### config.mk
export PLATFORM = sky130hd
export DESIGN_NAME = ecp_host_regs
export DESIGN_NICKNAME = d
export VERILOG_FILES = /design/src/rtl/ecp_regs_pkg.sv /design/src/rtl/ecp_pin_sync.sv /design/src/rtl/ecp_tmo_flag.sv /design/src/rtl/ecp_xreg_bank.sv /design/src/rtl/ecp_host_regs.sv
export SDC_FILE = /design/constraint.sdc
export NUM_CORES = 1
export LEC_CHECK = 0
export CAP_MARGIN = 20
export CORE_ASPECT_RATIO = 1.1
export CORE_MARGIN = 4
export CORE_UTILIZATION = 35
export CTS_CLUSTER_DIAMETER = 200
export CTS_CLUSTER_SIZE = 10
export DETAILED_ROUTE_END_ITERATION = 10
export HOLD_SLACK_MARGIN = 0.02
export SLEW_MARGIN = 20
export SYNTH_ARGS = -nofsm -noshare
export SYNTH_HDL_FRONTEND = slang
export SYNTH_SLANG_ARGS = --single-unit
### constraint.sdc
create_clock -name clk -period 7 [get_ports clk]
set_input_delay 2.1 -clock clk [delete_from_list [all_inputs] [get_ports clk]]
set_output_delay 2.1 -clock clk [all_outputs]
set_load 0.02 [all_outputs]
### src/rtl/ecp_regs_pkg.sv
// Package: shared constants for the ECP host register front end.
// Assumes host offsets are at least 11 bits wide so the window offsets fit.
package ecp_regs_pkg;
    localparam int BYTE_W   = 8;
    localparam int NUM_XREG = 4;
    localparam int STAT_W   = 5;

    // Implemented extended indices, in the order they appear on xreg_out.
    localparam logic [BYTE_W-1:0] XREG_IDX [NUM_XREG] = '{8'h00, 8'h02, 8'h04, 8'h05};

    localparam logic [10:0] OFF_DATA = 11'h000;
    localparam logic [10:0] OFF_STAT = 11'h001;
    localparam logic [10:0] OFF_CTL  = 11'h002;
    localparam logic [10:0] OFF_XIDX = 11'h403;
    localparam logic [10:0] OFF_XDAT = 11'h404;

    localparam logic [2:0] MODE_PLAIN0 = 3'b000;
    localparam logic [2:0] MODE_PLAIN1 = 3'b001;
    localparam logic [2:0] MODE_EPP    = 3'b100;
endpackage

### src/rtl/ecp_pin_sync.sv
// Module: multi-stage synchronizer for asynchronous status pins.
// Assumes each pin is a level that stays stable longer than STAGES cycles.
module ecp_pin_sync #(
    parameter int W      = 5,
    parameter int STAGES = 2
) (
    input  logic         clk,
    input  logic         rst_n,
    input  logic [W-1:0] din,
    output logic [W-1:0] dout
);
    logic [W-1:0] stg [STAGES];

    // First stage: capture the raw pins.
    always_ff @(posedge clk) begin
        if (!rst_n) stg[0] <= '0;
        else        stg[0] <= din;
    end

    genvar g;
    generate
        for (g = 1; g < STAGES; g++) begin : g_stage
            // Later stage: pass along the previous stage.
            always_ff @(posedge clk) begin
                if (!rst_n) stg[g] <= '0;
                else        stg[g] <= stg[g-1];
            end
        end
    endgenerate

    assign dout = stg[STAGES-1];
endmodule

### src/rtl/ecp_tmo_flag.sv
// Module: sticky EPP time-out flag shown in status bit 0.
// Assumes tmo_pulse is a single-cycle event and stat_rd marks a status read.
// A pulse wins over a same-cycle clear, so no event is lost.
module ecp_tmo_flag (
    input  logic clk,
    input  logic rst_n,
    input  logic epp_mode,
    input  logic tmo_pulse,
    input  logic stat_rd,
    output logic flag_rd
);
    logic flag_q;
    logic epp_prev_q;

    // Track the mode so that entry into EPP can be seen.
    always_ff @(posedge clk) begin
        if (!rst_n) epp_prev_q <= 1'b0;
        else        epp_prev_q <= epp_mode;
    end

    // Set on a time-out; clear on EPP entry or on a status read.
    always_ff @(posedge clk) begin
        if (!rst_n)
            flag_q <= 1'b1;
        else if (epp_mode && tmo_pulse)
            flag_q <= 1'b1;
        else if (epp_mode && (!epp_prev_q || stat_rd))
            flag_q <= 1'b0;
    end

    assign flag_rd = epp_mode ? flag_q : 1'b1;

    p_tmo_set_r8: assert property (@(posedge clk) disable iff (!rst_n)
        (epp_mode && tmo_pulse) |=> flag_q);
    p_tmo_rdclr_r8: assert property (@(posedge clk) disable iff (!rst_n)
        (epp_mode && stat_rd && !tmo_pulse) |=> !flag_q);
    p_tmo_entry_r8: assert property (@(posedge clk) disable iff (!rst_n)
        (epp_mode && !epp_prev_q && !tmo_pulse) |=> !flag_q);
endmodule

### src/rtl/ecp_xreg_bank.sv
// Module: index register plus a bank of extended control registers.
// Assumes win_ok already folds in the enable and the base-address gate.
// Unimplemented indices read as zero and ignore writes.
module ecp_xreg_bank
    import ecp_regs_pkg::*;
#(
    parameter int NUM = NUM_XREG
) (
    input  logic                  clk,
    input  logic                  rst_n,
    input  logic                  win_ok,
    input  logic                  idx_wr,
    input  logic                  dat_wr,
    input  logic [BYTE_W-1:0]     wdata,
    output logic [BYTE_W-1:0]     idx_q,
    output logic [BYTE_W-1:0]     dat_rd,
    output logic [NUM*BYTE_W-1:0] xregs
);
    logic [BYTE_W-1:0] bank [NUM];
    logic              hit;

    // Index register: written only through an open window.
    always_ff @(posedge clk) begin
        if (!rst_n)                idx_q <= '0;
        else if (idx_wr && win_ok) idx_q <= wdata;
    end

    genvar g;
    generate
        for (g = 0; g < NUM; g++) begin : g_xreg
            // One extended register, written when the index selects it.
            always_ff @(posedge clk) begin
                if (!rst_n)
                    bank[g] <= '0;
                else if (dat_wr && win_ok && idx_q == XREG_IDX[g])
                    bank[g] <= wdata;
            end
            assign xregs[g*BYTE_W +: BYTE_W] = bank[g];
        end
    endgenerate

    // Read mux: selected register, or zero for an unimplemented index.
    always_comb begin
        dat_rd = '0;
        hit    = 1'b0;
        for (int i = 0; i < NUM; i++) begin
            if (idx_q == XREG_IDX[i]) begin
                dat_rd = bank[i];
                hit    = 1'b1;
            end
        end
    end

    p_blk_idx_r11: assert property (@(posedge clk) disable iff (!rst_n)
        (idx_wr && !win_ok) |=> $stable(idx_q));
    p_blk_dat_r11: assert property (@(posedge clk) disable iff (!rst_n)
        (dat_wr && !win_ok) |=> $stable(xregs));
    p_unimpl_r10: assert property (@(posedge clk) disable iff (!rst_n)
        (dat_wr && !hit) |=> $stable(xregs));
endmodule

### src/rtl/ecp_host_regs.sv
// Module: host register front end of an ECP-capable parallel port.
// Decodes data, status, control and the extended index/data window.
// Assumes host_wr and host_rd are never high in the same cycle.
// Read data is registered; blocked or unmapped reads return zero.
module ecp_host_regs
    import ecp_regs_pkg::*;
#(
    parameter int OFF_W       = 11,
    parameter int BASE_W      = 16,
    parameter int SYNC_STAGES = 2,
    localparam int XW         = NUM_XREG * BYTE_W
) (
    input  logic              clk,
    input  logic              rst_n,
    input  logic              host_wr,
    input  logic              host_rd,
    input  logic [OFF_W-1:0]  host_off,
    input  logic [BYTE_W-1:0] host_wdata,
    output logic [BYTE_W-1:0] host_rdata,
    input  logic              ecp_on,
    input  logic [2:0]        ecr_mode,
    input  logic              xreg_en,
    input  logic [BASE_W-1:0] base_addr,
    input  logic [BYTE_W-1:0] pd_in,
    output logic [BYTE_W-1:0] pd_out,
    output logic [BYTE_W-1:0] ctl_out,
    input  logic [STAT_W-1:0] prn_stat,
    input  logic              tmo_pulse,
    output logic [XW-1:0]     xreg_out
);
    logic              sel_data, sel_stat, sel_ctl, sel_xidx, sel_xdat;
    logic              data_ok, win_ok, epp_mode, tmo_bit;
    logic [STAT_W-1:0] stat_sync;
    logic [BYTE_W-1:0] xidx_q, xdat_rd, rd_val, status_byte;

    assign sel_data = host_off == OFF_W'(OFF_DATA);
    assign sel_stat = host_off == OFF_W'(OFF_STAT);
    assign sel_ctl  = host_off == OFF_W'(OFF_CTL);
    assign sel_xidx = host_off == OFF_W'(OFF_XIDX);
    assign sel_xdat = host_off == OFF_W'(OFF_XDAT);

    assign data_ok  = !ecp_on || ecr_mode == MODE_PLAIN0 || ecr_mode == MODE_PLAIN1;
    assign win_ok   = xreg_en && (base_addr[2] || base_addr[10]);
    assign epp_mode = ecr_mode == MODE_EPP;

    ecp_pin_sync #(.W(STAT_W), .STAGES(SYNC_STAGES)) u_sync (
        .clk  (clk),
        .rst_n(rst_n),
        .din  (prn_stat),
        .dout (stat_sync)
    );

    ecp_tmo_flag u_tmo (
        .clk      (clk),
        .rst_n    (rst_n),
        .epp_mode (epp_mode),
        .tmo_pulse(tmo_pulse),
        .stat_rd  (host_rd && sel_stat),
        .flag_rd  (tmo_bit)
    );

    ecp_xreg_bank #(.NUM(NUM_XREG)) u_xbank (
        .clk   (clk),
        .rst_n (rst_n),
        .win_ok(win_ok),
        .idx_wr(host_wr && sel_xidx),
        .dat_wr(host_wr && sel_xdat),
        .wdata (host_wdata),
        .idx_q (xidx_q),
        .dat_rd(xdat_rd),
        .xregs (xreg_out)
    );

    assign status_byte = {stat_sync, 2'b11, tmo_bit};

    // Data latch: written only when the data register is reachable.
    always_ff @(posedge clk) begin
        if (!rst_n)                           pd_out <= '0;
        else if (host_wr && sel_data && data_ok) pd_out <= host_wdata;
    end

    // Control register: writable in every mode.
    always_ff @(posedge clk) begin
        if (!rst_n)                  ctl_out <= '0;
        else if (host_wr && sel_ctl) ctl_out <= host_wdata;
    end

    // Read mux: pick the value for the addressed register.
    always_comb begin
        rd_val = '0;
        if (sel_data && data_ok)      rd_val = ecp_on ? pd_in : pd_out;
        else if (sel_stat)            rd_val = status_byte;
        else if (sel_ctl)             rd_val = ctl_out;
        else if (sel_xidx && win_ok)  rd_val = xidx_q;
        else if (sel_xdat && win_ok)  rd_val = xdat_rd;
    end

    // Read data register: updated only by a read strobe.
    always_ff @(posedge clk) begin
        if (!rst_n)       host_rdata <= '0;
        else if (host_rd) host_rdata <= rd_val;
    end

    p_blocked_data_r4: assert property (@(posedge clk) disable iff (!rst_n)
        (host_wr && sel_data && ecp_on && ecr_mode[2:1] != 2'b00) |=> $stable(pd_out));
    p_stat_rsvd_r5: assert property (@(posedge clk) disable iff (!rst_n)
        (host_rd && sel_stat) |=> host_rdata[2:1] == 2'b11);
    p_rd_hold_r13: assert property (@(posedge clk) disable iff (!rst_n)
        !host_rd |=> $stable(host_rdata));
    p_nonepp_one_r7: assert property (@(posedge clk) disable iff (!rst_n)
        (host_rd && sel_stat && !epp_mode) |=> host_rdata[0]);
endmodule

After elaboration in Yosys (flattened, before gate mapping)
Memory sizes are Yosys's and may differ from the RTL's.
Index checks and enable logic that the tools add are counted.
{"block": "word_totals", "output_inout_bits": 56, "word_cells": 83, "reg_bits": 34, "mem_count": 2, "ram_bits": 42, "in_bits": 58}
{"name": "u_xbank.bank", "depth": 4, "word_bits": 8, "rd": 4, "rd_ports_with_merged_regs": 0, "write_ports": 4, "line_no": "ecp_xreg_bank.sv:19", "text": "logic [BYTE_W-1:0] bank [NUM];"}
{"name": "u_sync.stg", "depth": 2, "word_bits": 5, "rd": 2, "rd_ports_with_merged_regs": 0, "write_ports": 2, "line_no": "ecp_pin_sync.sv:12", "text": "logic [W-1:0] stg [STAGES];"}
{"block": "classes", "n_reduce_logical": 28, "eq_ne": 9, "bitwise_logic": 7, "muxes": 31}
{"op": "8-bit two-way mux", "count": 14}
{"op": "11-bit equality test, second input constant", "count": 2}
{"op": "1-bit logical AND", "count": 18}
{"op": "8-bit by 3-bit equality test with 1-bit output, second input constant", "count": 2}
{"op": "1-bit two-way mux", "count": 15}
{"op": "11-bit by 1-bit equality test with 1-bit output, second input constant", "count": 1}
{"op": "11-bit by 2-bit equality test with 1-bit output, second input constant", "count": 1}
{"op": "11-bit zero test", "count": 1}
{"op": "5-bit two-way mux", "count": 2}
{"op": "8-bit by 2-bit equality test with 1-bit output, second input constant", "count": 1}
{"op": "8-bit zero test", "count": 1}
{"op": "1-bit bitwise OR", "count": 6}
{"op": "1-bit logical OR", "count": 4}
{"op": "3-bit by 1-bit equality test with 1-bit output, second input constant", "count": 1}
{"op": "3-bit equality test, second input constant", "count": 1}
{"op": "3-bit zero test", "count": 1}
{"op": "1-bit zero test", "count": 2}
{"op": "2-bit OR reduction", "count": 1}
{"op": "1-bit NOT", "count": 1}

Logic depth before layout (Yosys ltp)
Gate-level depths: netlist of the first run.
{"block": "logic_depth", "ltp_word": 10, "mapped_depth": 8, "ltp_nobuf": 5}

Modules after synthesis
From an unflattened synthesis of the first run, not the netlist that was laid out.
{"block": "unflattened", "cells_unflattened": 361, "hier_area_um2": 3717.3}
{"module": "ecp_xreg_bank", "seq_area_each_um2": 1121.1, "cells_each": 171, "instances": 1, "area_per_inst_um2": 1925.6}
{"module": "ecp_host_regs", "seq_area_each_um2": 480.5, "cells_each": 162, "instances": 1, "area_per_inst_um2": 1451.4}
{"module": "ecp_pin_sync", "seq_area_each_um2": 200.2, "cells_each": 20, "instances": 1, "area_per_inst_um2": 262.8}
{"module": "ecp_tmo_flag", "seq_area_each_um2": 40.0, "cells_each": 8, "instances": 1, "area_per_inst_um2": 77.6}

Worst setup path after synthesis of the first run
Ideal clock, no wire load.
{"block": "synth_timing", "kind": "input to register", "start": "in host_off[3]", "end": "mem u_xbank.bank[2][0] (netlist: u_xbank.bank[1][0]) (enable)", "path_stages": 6, "setup_slack_ns": 2.878, "arrival_ns": 3.738, "n_path_buf": 1, "setup_ns": 0.384, "required_time_ns": 6.616, "path_cell_list": "nor3_1 -> and2_1 -> and3_1 -> buf_6 -> nand2_2 -> o21ai_0"}
{"item": "start, declared", "line_no": "ecp_host_regs.sv:17", "text": "input logic [OFF_W-1:0] host_off,"}
{"item": "end, declared", "line_no": "ecp_xreg_bank.sv:19"}

==> reports/results.tsv, run 1 <==
metric	value	unit
num_rows	38	
holdBufCountCts	0	
grt_pass1_vias	2983	
worstReg2RegEnd	u_xbank.bank[0][12]	
dieArea	12130	um2
reg2reg_from	u_xbank.idx_q[5]	
layout.nets	492	
reg2reg_slack	4240	ps
reg2reg_depth	5	
whs_path_depth	1	
start_util	0.3638	
synth.area.mux_share	0.08913	
routed_via_density	5.157	
async_reset_ff_frac	0	
drt_pre_antenna_iters	4	
die_y	115.1	um
ir_drop	0.00009940	V
fp.dieW	105.4	um
synth-simple-area-share	0.2180	
arrival	4670	ps
syn_to_final_growth	36.20	%
wl_per_cell	17.98	um
slew_headroom	0.3198	
min_to	u_sync.stg[1][3]	
htree_levels	3	
ant_nets	0	
synth_xor_xnor_area_share	0	
setup_ws	2306	ps
cts_tree	yes	
synth_top_family_by_area	simple AND/OR/NAND/NOR gates	
period_minus_slack	4694	ps
synth_fa_ha_area_frac	0	
rsz0062_at_grt	false	
ys_warn_count	0	
diodes	0	
crit_path_end_kind	register	
setup-violations-final	0	
required	6970	ps
io_buffer_count	99	
clkSlewWorstSetupHoldPaths	70	ps
synth_compound_area_frac	0.1560	
dp_slack	1615	ps
min_path_type	register to register	
synth_seq_area_share	0.5046	
synth.ff_latch_count	76	
hold_viol	0	
cts_num_sinks	76	
post_cts_buffers	0	
dp.final_hpwl	7.912	mm
num_vias	2986	
powerDensity	189.3	nW/um2
max_cap_viol_count	0	
path_class	input port to register	
core_area	10030	um2
io_pins	114	
insertion_delay	340	ps
drive_above_1_share	0.07745	
synth_ff_type	dfxtp_1	
synth.distinct_cells	47	
grt_max_degree	33	
syn_inst	343	
grt_first_pass_wirelength	16.23	mm
tightest_slew	1017	ps
synth_nets	401	
root_buffer	clkbuf_8	
slew_viol_final	0	
tns	0	ps
avgSynthCellArea	10.64	um2
path_max_fanout	10	
numCtsBuffers	9	
cts_repair_resize_count	0	
status	finished, final reports clean	
critical_path.startpoint_type	input port	
routabilityCongestion	0.8340	
overflow	0	
cts_buffer_depth	2	
max_clock_freq	0.2131	GHz
syn_area	3650	um2
synth_edf_count	32	
min_from	u_sync.stg[0][3]	
wl	10.41	mm
p_leak	1.663	nW
drtIter0Drc	140	
drc	0	
antenna_found_initial	0	
grt_use_total	0.1734	
skew	9.501	ps
min_period_over_period	0.6705	
metal layers:
layer,track usage,wire (um),up-vias,part of all wire
met3,0.03930,526,4,0.051
li1,-,-,1448,-
met2,0.2917,5159,71,0.50
met5,0,0,-,0
met1,0.2255,4665,1463,0.45
met4,0.04724,59,0,0.0057
final cells by class:
cell class                      count  area, um2
Clock buffer                       13      191.4
Clock inverter                      3      40.04
Fill cell                         929       5061
Inverter                            6      22.52
Multi-Input combinational cell    241       1702
Sequential cell                    76       1842
Tap cell                          140      175.2
Timing Repair Buffer              100      998.5
cells by family after synthesis:
logic type,after synthesis
flip-flops,76
multiplexers,32
AND/OR/NAND/NOR,128
AO/OA/AOI/OAI,81
buffers and inverters,26
flip-flops by register name (all words and copies together), names as in the netlist:
register,cells
ctl_out,8
host_rdata,8
pd_out,8
u_sync.stg,10
u_tmo.epp_prev_q,1
u_tmo.flag_q,1
u_xbank.bank,32
u_xbank.idx_q,8
layout by cell type, fill, tap and decap left out, drive strengths merged, types with 12 or more instances in the layout:
cell type      count
clkdlybuf4s50     99
dfxtp             44
and2              44
edfxtp            32
mux2i             28
nor2b             23
o21ai             19
nand2             17
nand3             14
clkbuf            13
a221oi            12
a21oi             12
power breakdown:
part	switching, W	leakage (nW)	internal, W
sequential	0.00000532	0.684	0.000471
clock	0.000157	0.120	0.000217
combinational	0.0000440	0.859	0.0000461
total	0.000207	1.66	0.000734
cells in the mapped netlist (5+ instances only):
| master | instances | share of area |
|---|---|---|
| mux2i_1 | 28 | 0.077 |
| inv_1 | 6 | 0.0062 |
| dfxtp_1 | 44 | 0.24 |
| o21ai_0 | 19 | 0.026 |
| a221oi_1 | 12 | 0.029 |
| nor2_1 | 9 | 0.0093 |
| nand3_1 | 13 | 0.018 |
| and2_1 | 43 | 0.074 |
| nor2b_1 | 23 | 0.039 |
| clkbuf_1 | 11 | 0.011 |
| and3_1 | 6 | 0.010 |
| o211ai_1 | 5 | 0.010 |
| a21boi_0 | 9 | 0.019 |
| nand2_1 | 16 | 0.016 |
| edfxtp_1 | 32 | 0.26 |
| a21oi_1 | 12 | 0.016 |
worst max path at each step:
stage	start	endpoint	slack, ps
floorplan	host_off[3]	u_xbank.bank[1][0]	2880
global placement	host_off[3]	u_xbank.bank[1][6]	1780
detailed placement	host_off[9]	u_xbank.bank[1][14]	1620
CTS	host_off[9]	u_xbank.bank[1][14]	1990
global route	host_off[9]	u_xbank.bank[0][12]	2090
finish	host_off[9]	u_xbank.bank[0][12]	2310
worst max-delay path: stages:
cell and delay, ps:
clkdlybuf4s50_1 410, nor3_1 490, and2_1 320, and3_1 460, nand2_2 170, o31ai_2 710
through the flow:
stage,instance area [um2],util,power (W),hold WS [ps],cells
2_1_floorplan,3650,-,0.0005212,411.9,343
3_3_place_gp,4728,0.4713,0.0005767,419.5,563
3_5_place_dp,4728,0.4713,0.0005775,418.8,563
4_1_cts,4960,0.4944,0.0009499,439.3,579
5_1_grt,4971,0.4955,0.0009765,443.0,579
6_report,4971,0.4955,0.0009409,436.0,579
Power figures use the tool's default switching activity.
==> run 2, diff against run 1 <==
==> constraint.sdc (replaced) <==
create_clock -name clk -period 4.76 [get_ports clk]
set_input_delay 1.428 -clock clk [delete_from_list [all_inputs] [get_ports clk]]
set_output_delay 1.428 -clock clk [all_outputs]
set_load 0.02 [all_outputs]
==> run 2 against run 1 <==
  * Sequential power rose by 47%
  * Highest routed layer unchanged
  * Design area barely moved
  * Die area did not move
  * Sequential share of layout area barely moved
  * Setup slack got worse by 1200 ps
  * Clock skew fell by 2.8 ps
  * Non-clock buffer count rose by 5
  * Clock-buffer cell count fell by 2
  * Combinational power rose by 50%
  * First-iteration DRC count rose by 22%
==> reports/results.tsv, run 2 (same netlist as run 1, synthesis figures left out) <==
metric	value	unit	change
diodes	0		unchanged
io_buffer_count	99		unchanged
antenna_found_initial	0		unchanged
cts_buffer_depth	2		unchanged
cts_num_sinks	76		unchanged
holdBufCountCts	0		unchanged
path_class	input port to register		
die_y	115.1	um	unchanged
grt_use_total	0.1761		+0.002748
num_vias	3012		+0.87%
worstReg2RegEnd	u_xbank.bank[0][1]		
layout_commonest_cell	clkdlybuf4s50_1		
root_buffer	clkbuf_8		
max_stage_delay	490	ps	-220 ps
crit_family	simple AND/OR/NAND/NOR gates		
ir_drop	0.0001540	V	+55%
top_regs	u_xbank.bank (32), u_sync.stg (10)		
reg2reg_from	u_xbank.idx_q[5]		
dieArea	12130	um2	unchanged
path_max_fanout	10		unchanged
numCtsBuffers	9		unchanged
htree_levels	3		unchanged
clockPowerShare	0.387		-0.011
ant_nets	0		unchanged
syn_to_final_growth	36.27	%	about the same
tns	0	ps	unchanged
p_leak	1.669	nW	+0.33%
wl	10.48	mm	+0.64%
worstSetupStartpoint	host_off[9]		
required	4820	ps	-2150 ps
grt_pass1_vias	3029		+1.5%
drc	0		unchanged
core_area	10030	um2	unchanged
p_switching	0.0003077	W	+49%
cp_slowest_cell	nor3_1		
period_minus_slack	3679	ps	
critical_path.startpoint_type	input port		
path_buf_inv	2		+1
max_cap_viol_count	0		unchanged
fp.dieW	105.4	um	unchanged
io_pins	114		unchanged
insertion_delay	350	ps	about the same
p_int	0.001055	W	+44%
cts_repair_resize_count	0		unchanged
dp.final_hpwl	7.980	mm	+0.86%
slew_viol_final	0		unchanged
setup-violations-final	0		unchanged
arrival	3740	ps	-930 ps
skew	6.654	ps	-2.847 ps
finish.utilization	0.4958		about the same
stdcell_area	4974	um2	about the same
post_cts_buffers	0		unchanged
status	finished, final reports clean		
clkSlewWorstSetupHoldPaths	80	ps	about the same
wl_per_cell	17.94	um	-0.22%
grt_max_degree	19		-42%
power	0.001363	W	+45%
max_clock_freq	0.2718	GHz	
final_cell_mix	99 x clkdlybuf4s50_1, 44 x dfxtp_1, 43 x and2_1, 32 x edfxtp_1, 28 x mux2i_1		
min_path_type	register to register		
drt_pre_antenna_iters	4		unchanged
seqPwrFrac	0.514		+0.008
routed_via_density	5.158		about the same
slew_headroom	0.3541		+0.03424
hold_viol	0		unchanged
num_rows	38		unchanged
drtIter0Drc	171		+22%
start_util	0.3638		unchanged
powerDensity	274.1	nW/um2	+45%
min_period_over_period	0.7730		
reg2reg_slack	2350	ps	-1890 ps
reg2reg_depth	6		+1
crit_chain	clkdlybuf4s50_1 -> nor3_1 -> and2_1 -> and3_1 -> nand2_2 -> o41ai_2 -> buf_4		
cts_tree	yes		
tightest_slew	966.9	ps	-50.16 ps
rsz0062_at_grt	false		
layout.nets	497		+1.0%
dpl_cell_area	4766	um2	+0.79%
largest_reg_flops	32		unchanged
regMostFlops	u_xbank.bank		
overflow	0		unchanged
drive_above_1_share	0.08333		+0.005885
setup.worst_path.end	u_xbank.bank[0][1]		
crit_cells	7		+1
switching_share	0.2257		+0.005955
pwr-share-comb	0.099		+0.003
routabilityCongestion	0.8338		about the same
grt_first_pass_wirelength	16.50	mm	+1.7%
crit_path_end_kind	register		
[run 2: worst min-delay path by stage]
stage | endpoint | start | slack [ps] | cells after the start
global placement | u_sync.stg[1][4] | u_sync.stg[0][4] | 420 | 1
CTS | u_sync.stg[1][3] | u_sync.stg[0][3] | 440 | 1
floorplan | u_sync.stg[1][0] | u_sync.stg[0][0] | 410 | 1
detailed placement | u_sync.stg[1][3] | u_sync.stg[0][3] | 420 | 1
global route | u_sync.stg[1][2] | u_sync.stg[0][2] | 450 | 1
finish | u_sync.stg[1][3] | u_sync.stg[0][3] | 430 | 1
[run 2: layout make-up]
cell class / count / area (um2)
fill: 959 / 5059
inverter: 6 / 22.52
clock buffer: 11 / 131.4
sequential: 76 / 1842
timing repair buffer: 105 / 1036
multi-input combinational: 241 / 1690
tap: 140 / 175.2
clock inverter: 5 / 76.32
[run 2: per-layer routing]
| metal | global-route usage | wire length (um) | part of all wire | up-vias |
|---|---|---|---|---|
| met1 | 0.2277 | 4641 | 0.44 | 1456 |
| met2 | 0.2946 | 5117 | 0.49 | 86 |
| li1 | - | - | - | 1454 |
| met5 | 0 | 0 | 0 | - |
| met4 | 0.06474 | 187 | 0.018 | 0 |
| met3 | 0.03369 | 530 | 0.051 | 16 |
[run 2: through the flow]
| step | setup slack, ps | hold WS, ps | instances |
|---|---|---|---|
| 6_report | 1081 | 434.9 | 584 |
| 3_3_place_gp | 824.6 | 418.6 | 568 |
| 5_1_grt | 920.6 | 453.4 | 584 |
| 2_1_floorplan | 1310 | 411.9 | 343 |
| 4_1_cts | 1088 | 440.8 | 584 |
| 3_5_place_dp | 709.6 | 421.7 | 568 |
[run 2: power by group through the flow]
stage	Clock (W)	Combinational, W	Sequential [W]
final	0.000528	0.000135	0.000700
after global routing	0.000566	0.000145	0.000702
after detailed placement	0	0.000136	0.000716
after floorplan	0	0.0000381	0.000728
after CTS	0.000538	0.000137	0.000701
after global placement	0	0.000135	0.000716
